==> src/rtl/idx_reg_port_pkg.sv <==
package idx_reg_port_pkg;
  // Commit strobes from the bus control to the register datapath.
  typedef struct packed {
    logic       capBase;  // capture of the decode base (programmable mode)
    logic       wrIndex;  // pointer port write
    logic       wrData;   // data port write
    logic [7:0] wdata;    // byte latched while the strobe was active
  } wr_cmd_t;
endpackage

==> src/rtl/idx_reg_port_ctrl.sv <==
module idx_reg_port_ctrl
  import idx_reg_port_pkg::*;
#(
  parameter logic [7:0] FIXED_BASE = 8'hD6,
  parameter int         DLY_CYC    = 2
) (
  input  logic       clk,
  input  logic       rst,
  input  logic       csN,
  input  logic       iowrN,
  input  logic       iordN,
  input  logic [7:0] addr,
  input  logic [7:0] din,
  input  logic       delayOff,
  output wr_cmd_t    cmd,
  output logic       rdData,
  output logic [6:0] baseAddr,
  output logic       addrValid,
  output logic       fixedMode
);
  localparam int STG = DLY_CYC + 1;

  logic           hit, rawWr, eff, effQ, commit;
  logic [STG-1:0] stg;
  logic           latA;
  logic [7:0]     latD;

  assign hit    = (addr[7:1] == baseAddr);
  assign rawWr  = ~csN & ~iowrN & (addrValid ? hit : 1'b1);
  assign eff    = delayOff ? stg[0] : stg[STG-1];
  assign commit = effQ & ~eff;
  assign rdData = ~csN & ~iordN & addrValid & hit & addr[0];

  always_ff @(posedge clk) begin
    if (rst) begin
      fixedMode <= ~csN;
      addrValid <= ~csN;
      baseAddr  <= ~csN ? FIXED_BASE[7:1] : 7'd0;
      stg       <= '0;
      effQ      <= 1'b0;
      latA      <= 1'b0;
      latD      <= '0;
    end else begin
      stg  <= {stg[STG-2:0], rawWr};
      effQ <= eff;
      if (rawWr) begin
        latA <= addr[0];
        latD <= din;
      end
      if (commit && !addrValid) begin
        baseAddr  <= latD[7:1];
        addrValid <= 1'b1;
      end
    end
  end

  always_comb begin
    cmd.capBase = commit & ~addrValid;
    cmd.wrIndex = commit & addrValid & ~latA;
    cmd.wrData  = commit & addrValid & latA;
    cmd.wdata   = latD;
  end
endmodule

==> src/rtl/idx_reg_port_dp.sv <==
module idx_reg_port_dp
  import idx_reg_port_pkg::*;
#(
  parameter int         NUM_GP  = 4,
  parameter int         GP_BASE = 16,
  parameter logic [3:0] VERSION = 4'h3
) (
  input  logic                clk,
  input  logic                rst,
  input  wr_cmd_t             cmd,
  input  logic                rdData,
  input  logic [6:0]          baseAddr,
  output logic [7:0]          dout,
  output logic                doe,
  output logic [NUM_GP*8-1:0] gpFlat,
  output logic                globalEn,
  output logic                delayOff,
  output logic [7:0]          curIndex
);
  localparam logic [7:0] CTRL_IDX = 8'hFF;

  logic [7:0] rdVal;

  always_ff @(posedge clk) begin
    if (rst) begin
      curIndex <= '0;
      globalEn <= 1'b0;
      delayOff <= 1'b0;
    end else begin
      if (cmd.wrIndex) curIndex <= cmd.wdata;
      if (cmd.wrData && curIndex == CTRL_IDX) begin
        globalEn <= cmd.wdata[0];
        delayOff <= cmd.wdata[2];
      end
    end
  end

  for (genvar k = 0; k < NUM_GP; k++) begin : g_gp
    logic [7:0] q;
    always_ff @(posedge clk) begin
      if (rst) q <= '0;
      else if (cmd.wrData && globalEn && int'(curIndex) == GP_BASE + k)
        q <= cmd.wdata;
    end
    assign gpFlat[k*8 +: 8] = q;
  end

  always_comb begin
    rdVal = '0;
    if (curIndex == CTRL_IDX) rdVal = {VERSION, 4'h0};
    else if (globalEn) begin
      if (curIndex == 8'h00) rdVal = {baseAddr, 1'b0};
      for (int k = 0; k < NUM_GP; k++)
        if (int'(curIndex) == GP_BASE + k) rdVal = gpFlat[k*8 +: 8];
    end
  end

  assign dout = rdData ? rdVal : 8'h00;
  assign doe  = rdData;
endmodule

==> src/rtl/idx_reg_port.sv <==
module idx_reg_port
  import idx_reg_port_pkg::*;
#(
  parameter logic [7:0] FIXED_BASE = 8'hD6,
  parameter int         NUM_GP     = 4,
  parameter int         GP_BASE    = 16,
  parameter logic [3:0] VERSION    = 4'h3,
  parameter int         DLY_CYC    = 2
) (
  input  logic                clk,
  input  logic                rst,
  input  logic                csN,
  input  logic                iowrN,
  input  logic                iordN,
  input  logic [7:0]          addr,
  input  logic [7:0]          din,
  output logic [7:0]          dout,
  output logic                doe,
  output logic [NUM_GP*8-1:0] regsOut,
  output logic                globalEn
);
  wr_cmd_t    cmd;
  logic       rdData, addrValid, fixedMode, delayOff;
  logic [6:0] baseAddr;
  logic [7:0] curIndex;

  idx_reg_port_ctrl #(.FIXED_BASE(FIXED_BASE), .DLY_CYC(DLY_CYC)) u_ctrl (
    .clk(clk), .rst(rst), .csN(csN), .iowrN(iowrN), .iordN(iordN),
    .addr(addr), .din(din), .delayOff(delayOff), .cmd(cmd),
    .rdData(rdData), .baseAddr(baseAddr), .addrValid(addrValid),
    .fixedMode(fixedMode)
  );

  idx_reg_port_dp #(.NUM_GP(NUM_GP), .GP_BASE(GP_BASE), .VERSION(VERSION)) u_dp (
    .clk(clk), .rst(rst), .cmd(cmd), .rdData(rdData), .baseAddr(baseAddr),
    .dout(dout), .doe(doe), .gpFlat(regsOut), .globalEn(globalEn),
    .delayOff(delayOff), .curIndex(curIndex)
  );
endmodule

==> config.mk <==
export PLATFORM = sky130hd
export DESIGN_NAME = idx_reg_port
export DESIGN_NICKNAME = d
export VERILOG_FILES = /design/src/rtl/idx_reg_port_pkg.sv /design/src/rtl/idx_reg_port_ctrl.sv /design/src/rtl/idx_reg_port_dp.sv /design/src/rtl/idx_reg_port.sv
export SDC_FILE = /design/constraint.sdc
export NUM_CORES = 1
export LEC_CHECK = 0
export ABC_CLOCK_PERIOD_IN_PS = 2380
export CAP_MARGIN = 40
export CORE_ASPECT_RATIO = 0.7
export CORE_UTILIZATION = 50
export DETAILED_ROUTE_END_ITERATION = 8
export PLACE_DENSITY = 0.86
export SYNTH_ARGS = -nofsm -noshare
export SYNTH_HDL_FRONTEND = slang
export SYNTH_SLANG_ARGS = --single-unit
==> constraint.sdc <==
create_clock -name clk -period 2.38 [get_ports clk]
set_input_delay 0.238 -clock clk [delete_from_list [all_inputs] [get_ports clk]]
set_output_delay 0.238 -clock clk [all_outputs]
set_load 0.005 [all_outputs]
==> results of run 1 <==
[flip-flops by register name (all words and copies together) (netlist names)]
register / flops
u_dp.curIndex: 8
u_ctrl.baseAddr: 7
u_ctrl.latA: 1
u_ctrl.stg: 3
u_dp.delayOff: 1
u_dp.g_gp.q: 32
u_ctrl.latD: 8
u_ctrl.effQ: 1
u_ctrl.addrValid: 1
u_dp.globalEn: 1
[report_power, final]
group          leakage, nW  internal, mW  switching [mW]  total (mW)
Clock                0.108         0.591           0.421        1.01
Sequential           0.524          1.09          0.0160        1.11
Combinational        0.952        0.0612          0.0540       0.115
Total                 1.58          1.74           0.491        2.23
[layout make-up]
type	instances	area, sq um	area share (%)
Clock buffer	9	124	3.12
Inverter	3	11.3	0.284
Clock inverter	7	95.1	2.40
Sequential cell	63	1340	33.9
Tap cell	72	90.1	2.27
Timing Repair Buffer	89	788	19.9
Multi-Input combinational cell	210	1520	38.2
[stage by stage]
step	power, mW	std cells	area, sq um	setup slack, ns	hold slack (ns)
4_1_cts	2.24	453	3980	-0.0315	0.395
5_1_grt	2.30	453	3970	-0.150	0.422
2_1_floorplan	1.18	290	2900	0.551	0.382
3_5_place_dp	1.24	432	3710	-0.259	0.460
6_report	2.23	453	3970	-0.0465	0.405
3_3_place_gp	1.23	432	3710	-0.182	0.430
[layer usage]
metal | global-route usage (%) | wire length (microns)
met5 | 0 | 0
met4 | 7.88 | 129
met3 | 7.06 | 548
met2 | 45.0 | 3620
met1 | 35.2 | 3460
[logic make-up after synthesis]
| family | after synthesis | share of synthesized area, % |
|---|---|---|
| XOR/XNOR | 7 | 2.12 |
| AND/OR/NAND/NOR | 112 | 21.2 |
| AO/OA/AOI/OAI | 32 | 7.47 |
| multiplexers | 59 | 20.6 |
| buffers and inverters | 17 | 2.33 |
| flip-flops | 63 | 46.3 |
[timing repair]
action	CTS	global route
endpoints found under the hold margin	0	0
resized for setup	20	17
buffers inserted	5	1
setup endpoints to repair	9	8
pin swaps	3	4
[worst max-delay path by stage]
stage | startpoint | end | slack, ns | cells past startpoint
floorplan | u_ctrl.baseAddr[2] | dout[6] | 0.55 | 5
global placement | addr[3] | dout[3] | -0.18 | 8
detailed placement | addr[3] | dout[3] | -0.26 | 8
CTS | u_ctrl.baseAddr[4] | dout[2] | -0.03 | 8
global route | u_ctrl.baseAddr[2] | dout[2] | -0.15 | 8
finish | u_ctrl.baseAddr[2] | dout[2] | -0.05 | 8
[cells in the mapped netlist, types with 2 or more instances]
cell	n
mux2i_1	55
nand2b_1	2
nand4_1	2
and3_1	2
xor2_1	7
nor4_4	4
a21oi_1	9
or4_1	2
nor2b_1	7
mux2_2	3
edfxtp_1	8
nor2_1	66
nand3_1	2
buf_1	4
dfxtp_1	55
clkbuf_1	7
nand3_4	2
inv_1	3
buf_2	3
o22ai_1	6
nor3_1	5
a31oi_1	2
nand2_1	9
o21a_1	5
o211a_1	2
==> metrics.md, run 1 <==
| Metric | Value |
|---|---|
| Outcome | complete, but fails checks |
| Failing checks | setup timing |
| Setup Viol. Count Final | 2 |
| WHS Path Cells | 2 |
| Bufs on Longest Clock Path | 2 |
| Area growth, synth to finish | 36.9% |
| PortBufs | 62 |
| DR iter-0 viols | 192 |
| Drt drc | 0 |
| Critical path data arrival time | 2.19 ns |
| Slowest CP cell | edfxtp_1 |
| Maximum fanout along the worst path | 4 |
| Post-synth EDFFs | 8 |
| Seq cells post-synth | 63 |
| Syn nets | 311 |
| Commonest non-fill, non-tap cell in the layout | nor2_1 |
| Final WS setup | -0.0465 ns |
| VDD IR-drop max | 0.378 mV |
| CTS Sinks | 63 |
| Register area share after synthesis | 46.3% |
| # rows | 22 |
| Synth area leaders | dfxtp_1 38%, mux2i_1 19%, nor2_1 8.5% |
| Clk Tree Root Cell | clkbuf_8 |
| RR Startpoint | u_dp.curIndex[5] |
| Data required time of the worst path | 2.14 ns |
| Reg2Reg Depth | 7 |
| Ports | 63 |
| Filler cell count | 402 |
| Worst Clk Skew | 0.00792 ns |
| Max stage delay on crit path | 0.43 ns |
| Largest net degree at the start of global routing | 36 |
| Max-cap violations | 0 |
| Post-synthesis average cell area | 9.99 sq um |
| Kind of critical path | reg -> out |
| Synth area leader | dfxtp_1 |
| R2R Setup Slk | 0.32 ns |
| End-of-flow core utilization | 73.5% |
| Hold_sp | rst |
| Top cell family by delay on the critical path | simple AND/OR/NAND/NOR gates |
| Most frequent cells in the layout | 65 x nor2_1, 55 x mux2i_1, 53 x dfxtp_1 |
| Die X | 93.0 microns |
| Final hold vios | 0 |
| CTS Hold Bufs | 0 |
| Core area | 5400 sq um |
| Die H | 65.7 microns |
| Worst-path clk slew | 0.07 ns |
| Worst setup SP type | flop |
| Latest clock arrival within the worst-skew pair | 0.34 ns |
| Antenna diode count | 0 |
| Post-DP HPWL | 5490 microns |
| Crit path time final | 2.43 ns |
| Slew HR | 57.4% |
| Final net count | 397 |
| DIE AREA | 6110 sq um |
| Vias in the first global route | 2,456 |
| Setup TNS Final | -0.0515 ns |
| Ys async rst share | 0% |
| Total gr overflow | 0 |
| Synth Instances | 290 |
| Initial Util | 53.7% |
| Area share of the largest cell type after synthesis | 38.0% |
| Cts bufs inserted | 9 |
| Pins Over Slew Limit | 0 |
| GRT Overall Usage | 27.2% |
| Wirelength per Cell | 17.1 microns |
| GPL Wtd Cong | 0.868 |
| Buf/Inv on CP | 3 |
| Routed Wire Length | 7770 microns |
| Crit. End Element | primary output |
| Min-Delay Endpoint | u_ctrl.stg[0] |
| First-pass GRT wire length | 12,400 microns |
| Share of layout cells above drive strength 1 | 18.4% |
| CTS tree | built |
| Max frequency | 412 MHz |
| RSZ-0062 raised after global routing | true |
| Main flop type after synthesis | dfxtp_1 |
| Antenna violations before repair | 0 |
| First-pass DRT Iterations | 5 |
| Static Leakage | 1.58 nW |
| DR vias/cell | 5.55 |
| DRT antenna net count | 0 |
| Hold Crit Class | in -> reg |
| Mapped Area | 2900 sq um |
| Worst flop-to-flop path endpoint | u_dp.g_gp[0].q[4] |
| CP Cell Sequence | xor2_1, nor4_2, nand4b_1, nor2_2, buf_6, buf_6, and4b_1, buf_2 |
| H-Tree Depth | 3 |
| DR vias | 2,513 |
| Crit share post-route | 102% |
| Most used cell, CP | buf_6 |
| Worst Tran Pin Value | 0.639 ns |
| Power per cell area | 563 nW/um^2 |
| YS warnings | 0 |
| Synth cell types | 43 |
(Power assumes the default switching activity.)
==> run 2, diff against run 1 <==
--- a/config.mk
+++ b/config.mk
@@ -6,8 +6,9 @@
 export NUM_CORES = 1
 export LEC_CHECK = 0
 export ABC_CLOCK_PERIOD_IN_PS = 2380
-export CAP_MARGIN = 40
+export CAP_MARGIN = 20
 export CORE_ASPECT_RATIO = 0.7
+export CORE_MARGIN = 2
 export CORE_UTILIZATION = 50
 export DETAILED_ROUTE_END_ITERATION = 8
 export PLACE_DENSITY = 0.86
==> run 2 against run 1 <==
Compared with the run above: the flow still finishes with violations (setup timing); critical path depth stayed put; setup slack worse by 0.066 ns; non-clock buffer count is 11 higher; clock power is 9% lower; sequential power hardly changed; sequential share of layout area is 0.83 points lower; global-route usage is 1.0 points higher; clock-buffer cell count is 5 higher; via count is 7.0% higher; clock skew is 0.0012 ns lower; design area is 3.0% higher; worst hold slack better by 0.049 ns.
==> metrics.md, run 2 (synthesis results as in run 1) <==
| Metric | Value |
|---|---|
| Outcome | complete, but fails checks |
| Failing checks | setup timing |
| CTS Sinks | 63 |
| Most frequent cells in the layout | 64 x nor2_1, 55 x mux2i_1, 52 x clkdlybuf4s50_1 |
| RSZ-0062 raised after global routing | true |
| Die H | 67.7 microns |
| Antenna violations before repair | 0 |
| M1 wire length | 3730 microns |
| Max frequency | 401 MHz |
| Post-DP Area | 3770 sq um |
| Total gr overflow | 0 |
| Crit. End Element | primary output |
| Power per cell area | 528 nW/um^2 |
| DIE AREA | 6430 sq um |
| Final WS setup | -0.113 ns |
| Placed Cells | 442 |
| H-Tree Depth | 3 |
| Latest clock arrival within the worst-skew pair | 0.35 ns |
| Maximum fanout along the worst path | 2 |
| Drt drc | 0 |
| Combinational fraction of design power | 5.9% |
| R2R Setup Slk | 0.25 ns |
| GRT Overall Usage | 28.3% |
| Largest net degree at the start of global routing | 43 |
| GPL Wtd Cong | 0.884 |
| Switching pwr | 0.475 mW |
| Design Area, Final | 4090 sq um |
| Kind of critical path | reg -> out |
| Filler cell count | 385 |
| DR vias/cell | 5.76 |
| Clk pwr share | 42.8% |
| Antenna diode count | 0 |
| First-pass DRT Iterations | 4 |
| Worst Clk Skew | 0.00673 ns |
| Internal power | 1.68 mW |
| Most flops, register | u_dp.g_gp.q |
| Data required time of the worst path | 2.14 ns |
| Number of flip-flops in the largest register | 32 |
| Met3 wire len | 667 microns |
| Critical path data arrival time | 2.25 ns |
| Bufs on Longest Clock Path | 2 |
| Area growth, synth to finish | 41.0% |
| Crit path time final | 2.49 ns |
| PortBufs | 62 |
| Post-DP HPWL | 5700 microns |
| Cts bufs inserted | 9 |
| Setup Viol. Count Final | 5 |
| Final net count | 408 |
| Ports | 63 |
| Commonest non-fill, non-tap cell in the layout | nor2_1 |
| DR vias | 2,690 |
| Initial Util | 51.1% |
| Final Non-Filler Cells | 467 |
| Hold Crit Class | reg -> reg |
| Die X | 95.0 microns |
| DRT antenna net count | 0 |
| Core area | 5670 sq um |
| End-of-flow core utilization | 72.1% |
| Highest routing layer actually used | met4 |
| Worst-path clk slew | 0.06 ns |
| Worst Tran Pin Value | 0.788 ns |
| Share of layout cells above drive strength 1 | 23.0% |
| Clk Tree Root Cell | clkbuf_8 |
| CTS tree | built |
| CTS Hold Bufs | 0 |
| Sequential share of power | 51.3% |
| VDD IR-drop max | 0.422 mV |
| Pins Over Slew Limit | 0 |
| Crit share post-route | 105% |
| Routed Wire Length | 8960 microns |
| Final hold vios | 0 |
| Sw frac | 22.0% |
| Slew HR | 47.5% |
| Worst setup SP type | flop |
| Static Leakage | 1.65 nW |
| Max-cap violations | 0 |
| Vias in the first global route | 2,629 |
| First-pass GRT wire length | 13,200 microns |
| Wirelength per Cell | 19.2 microns |
| WL met2 | 4270 microns |
| DR iter-0 viols | 228 |
| # rows | 23 |
| Largest regs | u_dp.g_gp.q (32), u_ctrl.latD (8), u_dp.curIndex (8) |
-- run 2: what timing repair did --
action	in CTS	in global routing
buffers inserted	5	4
resized for setup	26	28
endpoints found under the hold margin	0	0
setup endpoints to repair	9	8
pin swaps	5	11
-- run 2: final timing paths --
kind                      startpoint           endpoint  depth (start not counted)
hold / removal         u_ctrl.stg[1]      u_ctrl.stg[2]                          1
setup reg to reg    u_dp.curIndex[5]  u_dp.g_gp[0].q[6]                          7
setup / recovery  u_ctrl.baseAddr[6]            dout[2]                          8
hold reg to reg        u_ctrl.stg[1]      u_ctrl.stg[2]                          1
-- run 2: metrics by stage --
step	hold WS [ns]	TNS (ns)	power, mW	worst slack (ns)
floorplan	0.382	0	1.18	0.551
global placement	0.426	-1.71	1.24	-0.317
detailed placement	0.449	-2.20	1.24	-0.375
CTS	0.442	-0.0935	2.16	-0.0935
global route	0.458	-0.874	2.23	-0.186
finish	0.454	-0.354	2.16	-0.113
-- run 2: metal layers --
| metal | up-vias | GRT usage (%) |
|---|---|---|
| met5 | - | 0 |
| met4 | 0 | 11.4 |
| met3 | 28 | 8.59 |
| met2 | 132 | 46.5 |
| met1 | 1314 | 35.0 |
| li1 | 1216 | - |
-- run 2: final cells by class --
class / instances / area (sq um) / share of cell area, %
tap: 75 / 93.8 / 2.30
timing repair buffer: 100 / 880 / 21.5
clock inverter: 2 / 10.0 / 0.245
clock buffer: 14 / 194 / 4.75
sequential: 63 / 1350 / 33.0
inverter: 3 / 11.3 / 0.276
multi-input combinational: 210 / 1550 / 37.9
-- run 2: worst max-delay path: stages, from the launching register on --
cell and delay [ns]:
edfxtp_1 0.44, xor2_1 0.18, nor4_2 0.33, nand4b_1 0.20
nor2_2 0.22, buf_4 0.15, buf_6 0.08, and4b_1 0.18
buf_2 0.12
-- run 2: power by group through the flow --
stage	clock, mW	sequential, mW	combinational, mW
after detailed placement	0	1.13	0.115
after floorplan	0	1.12	0.0537
after global routing	0.993	1.11	0.134
after global placement	0	1.13	0.111
after CTS	0.928	1.11	0.122
final	0.923	1.11	0.127
